--- config.mk ---
export PLATFORM = sky130hd
export DESIGN_NAME = updn_timer
export DESIGN_NICKNAME = d
export VERILOG_FILES = /design/src/rtl/updn_timer_pkg.sv /design/src/rtl/updn_timer_presc.sv /design/src/rtl/updn_timer_extin.sv /design/src/rtl/updn_timer_cnt.sv /design/src/rtl/updn_timer.sv
export SDC_FILE = /design/constraint.sdc
export NUM_CORES = 1
export LEC_CHECK = 0
export ABC_AREA = 1
export BUFFER_PORTS_ARGS = -buffer_cell sky130_fd_sc_hd__buf_2
export CAP_MARGIN = 20
export CORE_MARGIN = 5
export CORE_UTILIZATION = 55
export CTS_CLUSTER_DIAMETER = 30
export DETAILED_ROUTE_END_ITERATION = 7
export PLACE_DENSITY = 0.75
export SETUP_SLACK_MARGIN = 0.15
export SLEW_MARGIN = 20
export SYNTH_ARGS = -nofsm -noshare
export SYNTH_HDL_FRONTEND = slang
export SYNTH_SLANG_ARGS = --single-unit
export TNS_END_PERCENT = 30
--- constraint.sdc ---
create_clock -name clk -period 4.85 [get_ports clk]
set_input_delay 0.97 -clock clk [delete_from_list [all_inputs] [get_ports clk]]
set_output_delay 0.97 -clock clk [all_outputs]
set_load 0.01 [all_outputs]
--- src/rtl/updn_timer_pkg.sv ---
package updn_timer_pkg;
   typedef enum logic [1:0] {
      SRC_PRESC = 2'd0,
      SRC_PULSE = 2'd1,
      SRC_QUAD  = 2'd2,
      SRC_PDIR  = 2'd3
   } src_e;

   typedef struct packed {
      logic [2:0] presc;
      logic       rld_en;
      src_e       src;
      logic       down;
      logic       run;
   } ctrl_t;

   localparam logic [2:0] A_CTRL = 3'd0;
   localparam logic [2:0] A_RLD  = 3'd1;
   localparam logic [2:0] A_CNT  = 3'd2;
   localparam logic [2:0] A_FLAG = 3'd3;
   localparam logic [2:0] A_MASK = 3'd4;
endpackage

--- src/rtl/updn_timer_presc.sv ---
module updn_timer_presc #(
   parameter int PRE_W = 3
) (
   input  logic             clk,
   input  logic             rst_n,
   input  logic             run,
   input  logic [PRE_W-1:0] sel,
   output logic             tick
);
   localparam int PCW = (1 << PRE_W) - 1;

   generate
      if (PRE_W < 1 || PRE_W > 4) begin : g_bad
         $error("updn_timer_presc: PRE_W out of range");
      end
   endgenerate

   logic [PCW-1:0] cnt_q;
   logic [PCW-1:0] msk;

   always_comb begin
      msk  = (PCW'(1) << sel) - PCW'(1);
      tick = run && ((cnt_q & msk) == msk);
   end

   always_ff @(posedge clk or negedge rst_n) begin
      if (!rst_n)   cnt_q <= '0;
      else if (!run) cnt_q <= '0;
      else          cnt_q <= cnt_q + PCW'(1);
   end
endmodule

--- src/rtl/updn_timer_extin.sv ---
module updn_timer_extin #(
   parameter int SYNC_STAGES = 2
) (
   input  logic clk,
   input  logic rst_n,
   input  logic ph_a,
   input  logic ph_b,
   output logic rise_a,
   output logic lvl_b,
   output logic q_step,
   output logic q_dn
);
   generate
      if (SYNC_STAGES < 2) begin : g_bad
         $error("updn_timer_extin: need at least two sync stages");
      end
   endgenerate

   logic [SYNC_STAGES-1:0] sa_q, sb_q;
   logic                   pa_q, pb_q;
   logic [1:0]             cur, prv;

   always_ff @(posedge clk or negedge rst_n) begin
      if (!rst_n) begin
         sa_q <= '0;
         sb_q <= '0;
         pa_q <= 1'b0;
         pb_q <= 1'b0;
      end else begin
         sa_q <= {sa_q[SYNC_STAGES-2:0], ph_a};
         sb_q <= {sb_q[SYNC_STAGES-2:0], ph_b};
         pa_q <= sa_q[SYNC_STAGES-1];
         pb_q <= sb_q[SYNC_STAGES-1];
      end
   end

   always_comb begin
      cur    = {sa_q[SYNC_STAGES-1], sb_q[SYNC_STAGES-1]};
      prv    = {pa_q, pb_q};
      rise_a = cur[1] && !prv[1];
      lvl_b  = cur[0];
      q_step = (cur[1] ^ prv[1]) ^ (cur[0] ^ prv[0]);
      q_dn   = !((prv == 2'b00 && cur == 2'b01) || (prv == 2'b01 && cur == 2'b11) ||
                 (prv == 2'b11 && cur == 2'b10) || (prv == 2'b10 && cur == 2'b00));
   end
endmodule

--- src/rtl/updn_timer_cnt.sv ---
module updn_timer_cnt #(
   parameter int CNT_W = 16
) (
   input  logic             clk,
   input  logic             rst_n,
   input  logic             step,
   input  logic             down,
   input  logic             use_rld,
   input  logic [CNT_W-1:0] rld_val,
   input  logic             wr,
   input  logic [CNT_W-1:0] wdata,
   output logic [CNT_W-1:0] count,
   output logic             ovf,
   output logic             unf
);
   generate
      if (CNT_W < 2) begin : g_bad
         $error("updn_timer_cnt: CNT_W too small");
      end
   endgenerate

   logic [CNT_W-1:0] cnt_q, nxt;
   logic             top, bot;

   always_comb begin
      top = (cnt_q == '1);
      bot = (cnt_q == '0);
      ovf = step && !wr && !down && top;
      unf = step && !wr && down && bot;
      if (ovf || unf) nxt = use_rld ? rld_val : (down ? '1 : '0);
      else if (down)  nxt = cnt_q - CNT_W'(1);
      else            nxt = cnt_q + CNT_W'(1);
   end

   always_ff @(posedge clk or negedge rst_n) begin
      if (!rst_n)    cnt_q <= '0;
      else if (wr)   cnt_q <= wdata;
      else if (step) cnt_q <= nxt;
   end

   assign count = cnt_q;
endmodule

--- src/rtl/updn_timer.sv ---
module updn_timer
   import updn_timer_pkg::*;
#(
   parameter int CNT_W       = 16,
   parameter int SYNC_STAGES = 2
) (
   input  logic             clk,
   input  logic             rst_n,
   input  logic             reg_wr,
   input  logic [2:0]       reg_addr,
   input  logic [CNT_W-1:0] reg_wdata,
   output logic [CNT_W-1:0] reg_rdata,
   input  logic             ph_a,
   input  logic             ph_b,
   output logic             irq
);
   localparam int PRE_W = 3;

   generate
      if (CNT_W < 8) begin : g_bad
         $error("updn_timer: CNT_W must hold the control word");
      end
   endgenerate

   ctrl_t            ctrl_q;
   logic [CNT_W-1:0] rld_q;
   logic [1:0]       flag_q, mask_q;
   logic [CNT_W-1:0] count;
   logic             ptick, rise_a, lvl_b, q_step, q_dn;
   logic             step, dn, ovf, unf, cnt_wr;

   updn_timer_presc #(.PRE_W(PRE_W)) u_presc (
      .clk(clk), .rst_n(rst_n),
      .run(ctrl_q.run && ctrl_q.src == SRC_PRESC),
      .sel(ctrl_q.presc), .tick(ptick)
   );

   updn_timer_extin #(.SYNC_STAGES(SYNC_STAGES)) u_ext (
      .clk(clk), .rst_n(rst_n), .ph_a(ph_a), .ph_b(ph_b),
      .rise_a(rise_a), .lvl_b(lvl_b), .q_step(q_step), .q_dn(q_dn)
   );

   always_comb begin
      unique case (ctrl_q.src)
         SRC_PRESC: begin step = ptick;  dn = ctrl_q.down; end
         SRC_PULSE: begin step = rise_a; dn = ctrl_q.down; end
         SRC_QUAD:  begin step = q_step; dn = q_dn;        end
         default:   begin step = rise_a; dn = lvl_b;       end
      endcase
      step   = step && ctrl_q.run;
      cnt_wr = reg_wr && reg_addr == A_CNT;
   end

   updn_timer_cnt #(.CNT_W(CNT_W)) u_cnt (
      .clk(clk), .rst_n(rst_n), .step(step), .down(dn),
      .use_rld(ctrl_q.rld_en && ctrl_q.src == SRC_QUAD),
      .rld_val(rld_q), .wr(cnt_wr), .wdata(reg_wdata),
      .count(count), .ovf(ovf), .unf(unf)
   );

   always_ff @(posedge clk or negedge rst_n) begin
      if (!rst_n) begin
         ctrl_q <= '0;
         rld_q  <= '0;
         mask_q <= '0;
         flag_q <= '0;
      end else begin
         if (reg_wr && reg_addr == A_CTRL) ctrl_q <= ctrl_t'(reg_wdata[7:0]);
         if (reg_wr && reg_addr == A_RLD)  rld_q  <= reg_wdata;
         if (reg_wr && reg_addr == A_MASK) mask_q <= reg_wdata[1:0];
         flag_q <= (flag_q & ~((reg_wr && reg_addr == A_FLAG) ? reg_wdata[1:0] : 2'b00))
                   | {unf, ovf};
      end
   end

   always_comb begin
      unique case (reg_addr)
         A_CTRL:  reg_rdata = CNT_W'(ctrl_q);
         A_RLD:   reg_rdata = rld_q;
         A_CNT:   reg_rdata = count;
         A_FLAG:  reg_rdata = CNT_W'(flag_q);
         A_MASK:  reg_rdata = CNT_W'(mask_q);
         default: reg_rdata = '0;
      endcase
   end

   assign irq = |(flag_q & mask_q);
endmodule

; Word-level counts from Yosys, hierarchy flattened
; Index checks and enable logic that the tools add are counted.
[word_totals]
input_bits = 24
ff_bits = 57
wordCells = 87
[classes]
add_sub_neg = 4
muxes = 11
eq_ne = 14
reduce_logical = 35
bitwise_logic = 8
n_shift = 1
[ops]
columns = cell, n
row1 = two-way mux 16 bit, 6
row2 = case mux 16 bit (5 select lines), 1
row3 = logical AND 1 bit, 19
row4 = adder 16 x 1 -> 16 bit (second input constant), 1
row5 = == test 16 bit (second input constant), 1
row6 = zero test 16 bit, 1
row7 = subtractor 16 x 1 -> 16 bit (second input constant), 1
row8 = == test 2 bit (second input constant), 5
row9 = adder 7 x 1 -> 7 bit (second input constant), 1
row10 = bitwise AND 7 bit, 1
row11 = == test 7 bit, 1
row12 = two-way mux 7 bit, 1
row13 = left shift 1 x 3 -> 7 bit (first input constant), 1
row14 = subtractor 7 x 2 -> 7 bit (second input constant), 1
row15 = == test 2 x 1 -> 1 bit (second input constant), 3
row16 = == test 3 x 2 -> 1 bit (second input constant), 2
row17 = zero test 2 bit, 3
row18 = bitwise AND 2 bit, 2
row19 = zero test 1 bit, 4
row20 = logical OR 1 bit, 4
row21 = case mux 1 bit (2 select lines), 2
row22 = OR reduction 2 bit, 2
row23 = == test 3 x 1 -> 1 bit (second input constant), 1
row24 = == test 3 bit (second input constant), 1
row25 = other kinds (6), 8

; Logic depth before layout (Yosys ltp)
; Gate-level depths: netlist (run 1).
[depth]
ltp_word = 14
mapped_depth = 19
mapped_depth_nobuf = 18

; Cells and area by module
; From an unflattened synthesis (run 1), not the netlist that was laid out.
[hier_totals]
cells_unflattened = 631
hier_area_um2 = 4162.7
[by_module_without_submodules]
columns = mod, n_inst, seq_area_each_um2, cells_per_inst, area_each_um2
row1 = updn_timer_cnt, 1, 400.4, 350, 2050.7
row2 = updn_timer, 1, 700.7, 212, 1507.7
row3 = updn_timer_presc, 1, 175.2, 49, 379.1
row4 = updn_timer_extin, 1, 150.1, 20, 225.2

; Worst setup path after synthesis (run 1)
; Ideal clock, no wire load.
[synth_path]
path_kind = register to register
startpoint = reg ctrl_q[3] (netlist bit)
endpoint = reg u_cnt.cnt_q[14] (netlist: u_cnt.count[14])
stages_incl_launch_ff = 18
synth_period_minus_slack_ps = 2811
path_buffers = 1
t_arrival_ps = 2695
path_slack_ps = 2039
required_ps = 4734
cell_sequence = dfrtp_1 -> buf_6 -> inv_1 -> nor2_4 -> nand3_2 -> nor2_2 -> nor2_2 -> ha_1 -> a21oi_1 -> nand2_1 -> a21oi_1 -> or2_2 -> nand2_1 -> or2_2 -> nand3_1 -> nand2_1 -> nand2_1 -> nand2_1
[synth_between]
elab_chain_cells = 12
elab_cells_between_ends = 24
[synth_lines]
columns = element, line_no
row1 = start: declaration, updn_timer.sv:25  ; ctrl_t ctrl_q;
row2 = start signal: assignment, updn_timer.sv:68  ; if (reg_wr && reg_addr == A_CTRL) ctrl_q <= ctrl_t'(reg_wdata[7:0]);
row3 = zero test 2 bit, "updn_timer.sv:34, updn_timer.sv:44"
row4 = logical AND 1 bit, updn_timer.sv:34  ; .run(ctrl_q.run && ctrl_q.src == SRC_PRESC),
row5 = logical AND 1 bit, updn_timer_presc.sv:23  ; tick = run && ((cnt_q & msk) == msk);
row6 = case mux 1 bit (2 select lines), updn_timer.sv:44  ; unique case (ctrl_q.src)
row7 = logical AND 1 bit, updn_timer.sv:50  ; step = step && ctrl_q.run;
row8 = logical AND 1 bit, "updn_timer_cnt.sv:28, updn_timer_cnt.sv:29"
row9 = logical AND 1 bit (on tied branches) (2 in a row), "updn_timer_cnt.sv:28, updn_timer_cnt.sv:29"
row10 = logical OR 1 bit, updn_timer_cnt.sv:30  ; if (ovf || unf) nxt = use_rld ? rld_val : (down ? '1 : '0);
row11 = two-way mux 16 bit, updn_timer_cnt.sv:30
row12 = two-way mux 16 bit, updn_timer_cnt.sv:38  ; else if (step) cnt_q <= nxt;
row13 = two-way mux 16 bit, updn_timer_cnt.sv:37  ; else if (wr) cnt_q <= wdata;
row14 = end signal: assignment, updn_timer_cnt.sv:37
row15 = end signal: assignment, updn_timer_cnt.sv:38
row16 = end: declaration, updn_timer_cnt.sv:22  ; logic [CNT_W-1:0] cnt_q, nxt;
; Parallel ways exist; a longest one is shown, timed or not. The select of a mux whose other input is x is not followed.
; A chain may end at the register's enable or synchronous reset.

; Worst setup path after layout (run 1)
[layout_path]
startpoint = in reg_addr[0]
endpoint = out reg_rdata[0]
[layout_between]
elab_chain_cells = 2
elab_cells_between_ends = 6
[layout_lines]
columns = element, line_no
row1 = start: declaration, updn_timer.sv:10  ; input logic [2:0] reg_addr,
row2 = == test 3 bit (tied with other cells), updn_timer.sv:77  ; unique case (reg_addr)
row3 = case mux 16 bit (5 select lines) *, updn_timer.sv:77
row4 = end: declaration, updn_timer.sv:12  ; output logic [CNT_W-1:0] reg_rdata,
; Every way passes the cells marked *; elsewhere a longest branch is shown, timed or not.

==> impl_metrics.tcl, run 1 <==
set metrics [dict create \
    ys_types 39 \
    clock-skew-final_ns 0.0123 \
    finalCritPeriodShare 0.692 \
    path_clk_slew_ns 0.08 \
    synth-edff-count 0 \
    hold_class "flop to flop" \
    postCtsResizedCells 0 \
    postRouteAntennaNets 0 \
    synth_nets 588 \
    drive_gt1_frac 0.125 \
    rsz0062_at_grt "false" \
    crit_fanout 14 \
    powerDensity_nw_per_um2 502 \
    vias 3819 \
    vdd_drop_max_v 0.000215 \
    rrSetupSlack_ns 1.55 \
    cts_buffers 9 \
    wl_per_cell_um 15.3 \
    critical_path_class "input pin to output pin" \
    wl_met3_um 753 \
    grt_max_degree 58 \
    diodes 0 \
    n_fill_cell 636 \
    die_area_um2 8920 \
    reg2reg_to "u_cnt.count[14]" \
    routed_wl_um 10500 \
    start_kind "input pin" \
    multiInputGateArea_um2 2100 \
    grt_pass1_wl_um 17300 \
    slew_viol_final 0 \
    drt-initial-drc-count 468 \
    status "finished, final reports clean" \
    async_flop_share 1.00 \
    drv_cap 0 \
    die_h_um 94.5 \
    io_pins 41 \
    finalCriticalPeriod_ns 3.36 \
    crit_path_end "reg_rdata[0]" \
    endpoint_kind "output pin" \
    antenna_found_initial 0 \
    clk_latency_ns 0.35 \
    ff2ff_path_depth 16 \
    drc 0 \
    syn-cell-area_um2 3920 \
    setup_violations 0 \
    seqCellArea_um2 1430 \
    setup.worst_path.start "reg_addr[0]" \
    synthCells 547 \
    max-slew-margin-rel 0.367 \
    crit_arrival_ns 2.39 \
    gr-total-overflow 0 \
    initial_utilization 0.571 \
    cts_tree "built" \
    h-tree-depth 3 \
    cts_setup_buffers 0 \
    holdBufCountCts 0 \
    via_per_inst 5.57 \
    yosys_most_used_dff "dfrtp_1" \
    finalWeightedCongestion 0.947 \
    synthToLayoutAreaGrowth_pct 10.8 \
    top_layer_used "met4" \
    syn_avg_cell_area_um2 7.17 \
    wl_met1_um 4950 \
    fp.dieW_um 94.5 \
    final_core_util 0.633 \
    ys_warn_count 0 \
    core_area_um2 6870 \
    rr_startpoint "ctrl_q[3]" \
    clockBufferDepth 2 \
    tns_ns 0 \
    clock-sinks 57 \
    wl_met2_um 4600 \
    finalNetCount 626 \
    required_ns 3.88 \
    rows 30 \
    p_leak_nw 2.21 \
    max_freq_mhz 298 \
    synth_seq_cells 57 \
    synth-seq-area-share 0.364 \
    whs_ns 0.377 \
    track_usage 0.248 \
    dp_hpwl_um 7810 \
    hold_violations 0 \
    worst_pin_slew_ns 0.948 \
    port_buffers 40 \
    first_global_vias 3635 \
    dr.pass1.iters 5 \
    cts_root_buf "clkbuf_8" \
]
logic make-up (layout without fill, tap and decap cells):
kind of cell	Yosys count	in the layout	synth area share
XOR/XNOR	11	11	0.0246
AND/OR/NAND/NOR	235	235	0.263
flip-flops	57	57	0.364
buffers and inverters	98	141	0.101
adder cells (fa/ha/maj)	17	17	0.0561
AO/OA/AOI/OAI	129	129	0.191
state kept, by name (all words and copies together) (netlist names):
| signal | cells |
|---|---|
| ctrl_q | 8 |
| u_ext.pa_q | 1 |
| u_ext.pb_q | 1 |
| u_ext.sb_q | 2 |
| rld_q | 16 |
| mask_q | 2 |
| flag_q | 2 |
| u_presc.cnt_q | 7 |
| u_ext.sa_q | 2 |
| u_cnt.count | 16 |
where the power goes:
group	internal, W	switching (W)
sequential	0.000581	0.000136
clock	0.000188	0.000219
combinational	0.000392	0.000664
per-stage QoR:
step	cell area, um2	power [W]	setup slack, ns	std cells
after floorplan	3920	0.00147	2.04	547
after global placement	4170	0.00174	1.60	670
after detailed placement	4170	0.00174	1.53	670
after CTS	4350	0.00216	1.53	686
after global routing	4350	0.00236	1.30	686
final	4350	0.00218	1.49	686
per-layer routing:
| metal | track usage | up-vias |
|---|---|---|
| li1 | - | 1889 |
| met1 | 0.354 | 1775 |
| met2 | 0.378 | 142 |
| met3 | 0.0558 | 13 |
| met4 | 0.0709 | 0 |
| met5 | 0 | - |
cells in the mapped netlist (2+ instances only):
cell      number  area (um2)
nor2_1        42         158
nor2_4         2        22.5
clkbuf_1       8        30.0
o221ai_1       5        43.8
nor2_2         2        12.5
a21oi_1       28         140
nand4_1        7        43.8
nand2_1      133         499
xor2_1         5        43.8
nor3_1         2        10.0
o22ai_1       19         119
o21ai_0       49         245
inv_1         83         312
nor3_2         2        20.0
ha_1          16         200
a221oi_1       2        17.5
o21bai_1      12        90.1
o21ai_1        4        20.0
dfrtp_1       57        1430
nand3_1       35         175
xnor2_1        6        52.6
o211ai_1       4        30.0
nand3_2        2        20.0
a21o_1         2        15.0
buf_6          2        22.5
or2_2          3        18.8
buf_2          3        15.0
layout make-up:
cell class                 instances  area share
clock buffer                       9      0.0285
clock inverter                     7      0.0124
inverter                          84      0.0725
multi-input combinational        392       0.483
sequential                        57       0.328
tap                               96      0.0276
timing repair buffer              41      0.0478
placed cells by master (no fill, tap or decap), types with 2 or more instances in the layout:
cell and n:
o221ai_1 5, o21ai_1 4, nor2_1 42, o21bai_1 12
inv_1 83, ha_1 16, nand3_1 35, buf_2 40
a21oi_1 28, clkinvlp_4 3, nand4_1 7, a221oi_1 2
xor2_1 5, o22ai_1 19, nor3_1 2, o21ai_0 49
nor2_4 2, clkbuf_8 9, xnor2_1 6, a21o_1 2
nor2_2 2, nor3_2 2, nand2_1 133, nand3_2 2
dfrtp_1 57, o211ai_1 4, or2_2 3, inv_6 2
critical path, cell delays in order:
cell	delay, ns
buf_2	0.13
inv_1	0.06
nor2_1	0.05
nand2_1	0.40
inv_1	0.17
a221oi_1	0.33
o21ai_0	0.12
buf_2	0.16
worst min-delay path by stage:
stage | startpoint | to | cells after the start | slack [ns]
finish | u_ext.sb_q[0] | u_ext.sb_q[1] | 0 | 0.38
global placement | u_ext.sb_q[0] | u_ext.sb_q[1] | 0 | 0.36
floorplan | u_ext.sa_q[0] | u_ext.sa_q[1] | 0 | 0.33
detailed placement | u_ext.sb_q[0] | u_ext.sb_q[1] | 0 | 0.35
CTS | u_ext.sb_q[0] | u_ext.sb_q[1] | 0 | 0.38
global route | u_ext.sb_q[0] | u_ext.sb_q[1] | 0 | 0.40
Power figures use the tool's default switching activity.
==> run 2, diff against run 1 <==
==> constraint.sdc (replaced) <==
create_clock -name clk -period 3.31 [get_ports clk]
set_input_delay 0.662 -clock clk [delete_from_list [all_inputs] [get_ports clk]]
set_output_delay 0.662 -clock clk [all_outputs]
set_load 0.01 [all_outputs]
==> impl_metrics.tcl, run 2 (synthesis results as in run 1) <==
set metrics [dict create \
    status "finished, final reports clean" \
    final_common_cell "nand2_1" \
    clockBufferDepth 2 \
    path_clk_slew_ns 0.08 \
    dp_hpwl_um 8050 \
    first_global_vias 3699 \
    dr.pass1.iters 5 \
    finalCriticalPeriod_ns 2.87 \
    clock-sinks 57 \
    max-slew-margin-rel 0.588 \
    drive_gt1_frac 0.131 \
    diodes 0 \
    cts_buffers 9 \
    worst_pin_slew_ns 0.618 \
    crit_path_end "u_cnt.count[13]" \
    routed_wl_um 10600 \
    postRouteAntennaNets 0 \
    postCtsResizedCells 0 \
    clock-skew-final_ns 0.0108 \
    die_area_um2 8920 \
    tns_ns 0 \
    start_kind "flop" \
    critical_path_class "flop to flop" \
    setup.worst_path.start "ctrl_q[3]" \
    whs_ns 0.244 \
    grt_max_degree 39 \
    n_fill_cell 643 \
    hold_violations 0 \
    cts_tree "built" \
    final_cell_mix "nand2_1 (133), inv_1 (83), dfrtp_1 (57)" \
    powerDensity_nw_per_um2 755 \
    vdd_drop_max_v 0.000355 \
    instances_no_fill 690 \
    ff2ff_path_depth 17 \
    track_usage 0.254 \
    cts_setup_buffers 0 \
    hold_class "input pin to asynchronous set/reset pin" \
    rsz0062_at_grt "false" \
    max_freq_mhz 349 \
    place_inst 674 \
    rrSetupSlack_ns 0.44 \
    setup_violations 0 \
    required_ns 3.54 \
    antenna_found_initial 0 \
    core_area_um2 6870 \
    io_pins 41 \
    synthToLayoutAreaGrowth_pct 12.9 \
    rr_startpoint "ctrl_q[3]" \
    clk_latency_ns 0.35 \
    die_h_um 94.5 \
    wl_per_cell_um 15.3 \
    finalWeightedCongestion 0.930 \
    drc 0 \
    p_leak_nw 2.26 \
    gr-total-overflow 0 \
    finalNetCount 630 \
    drt-initial-drc-count 374 \
    cts_root_buf "clkbuf_8" \
    port_buffers 40 \
    rows 30 \
    endpoint_kind "flop" \
    holdBufCountCts 0 \
    h-tree-depth 3 \
    finalCritPeriodShare 0.866 \
    fp.dieW_um 94.5 \
    via_per_inst 5.63 \
    vias 3887 \
    slew_viol_final 0 \
    drv_cap 0 \
    initial_utilization 0.571 \
    crit_fanout 10 \
    crit_arrival_ns 3.10 \
    grt_pass1_wl_um 17700 \
    reg2reg_to "u_cnt.count[13]" \
]
## run 2: cell types whose count changed in the layout (fill, tap and decap cells not counted)
cell	previous run	this run
nor2_4	2	3
clkinv_4	1	3
clkinv_2	1	0
buf_4	1	5
nor2_2	2	1
clkinvlp_4	3	1
inv_6	2	1
bufinv_16	0	2
## run 2: critical path: stages (launching register included)
cell	delay, ns
dfrtp_1	0.52
inv_1	0.13
nor2_4	0.16
nand3_2	0.10
nor2_2	0.14
nor2_4	0.09
buf_4	0.19
ha_1	0.37
nand2_1	0.12
inv_1	0.11
nand4_1	0.08
or2_2	0.31
nand3_1	0.08
nand2_1	0.11
nand2_1	0.07
nand2_1	0.05
nand2_1	0.05
nand3_1	0.06
## run 2: where the power goes
part | internal (W) | leakage (nW) | switching [W] | total (W)
clock | 0.000430 | 0.110 | 0.000313 | 0.000742
sequential | 0.000851 | 0.717 | 0.000200 | 0.00105
combinational | 0.000583 | 1.43 | 0.000968 | 0.00155
total | 0.00186 | 2.26 | 0.00148 | 0.00335
## run 2: worst min path at each step
stage | from | endpoint | slack [ns]
detailed placement | u_ext.sa_q[0] | u_ext.sa_q[1] | 0.34
floorplan | u_ext.sa_q[0] | u_ext.sa_q[1] | 0.33
global placement | u_ext.sa_q[0] | u_ext.sa_q[1] | 0.33
CTS | rst_n | u_presc.cnt_q[6] | 0.25
global route | rst_n | u_presc.cnt_q[6] | 0.27
finish | rst_n | u_presc.cnt_q[6] | 0.24
## run 2: metal layers
metal,track usage,routed length (um),share of wire
met1,0.355,4850,0.46
met4,0.0901,141,0.013
met5,0,0,0
met3,0.0422,704,0.067
met2,0.398,4860,0.46
## run 2: through the flow
step	worst slack, ns	util	total power (W)	area, um2
floorplan	0.499	-	0.00216	3920
global placement	0.507	0.611	0.00256	4200
detailed placement	0.388	0.611	0.00257	4200
CTS	0.378	0.644	0.00332	4430
global route	0.155	0.645	0.00361	4430
finish	0.443	0.645	0.00335	4430
## run 2: area by class of cell
type / count / area, um2 / share of cell area
clock inverter: 7 / 103 / 0.0232
sequential: 57 / 1430 / 0.322
multi-input combinational: 392 / 2100 / 0.475
inverter: 84 / 315 / 0.0712
timing repair buffer: 45 / 238 / 0.0537
tap: 96 / 120 / 0.0271
clock buffer: 9 / 124 / 0.0280
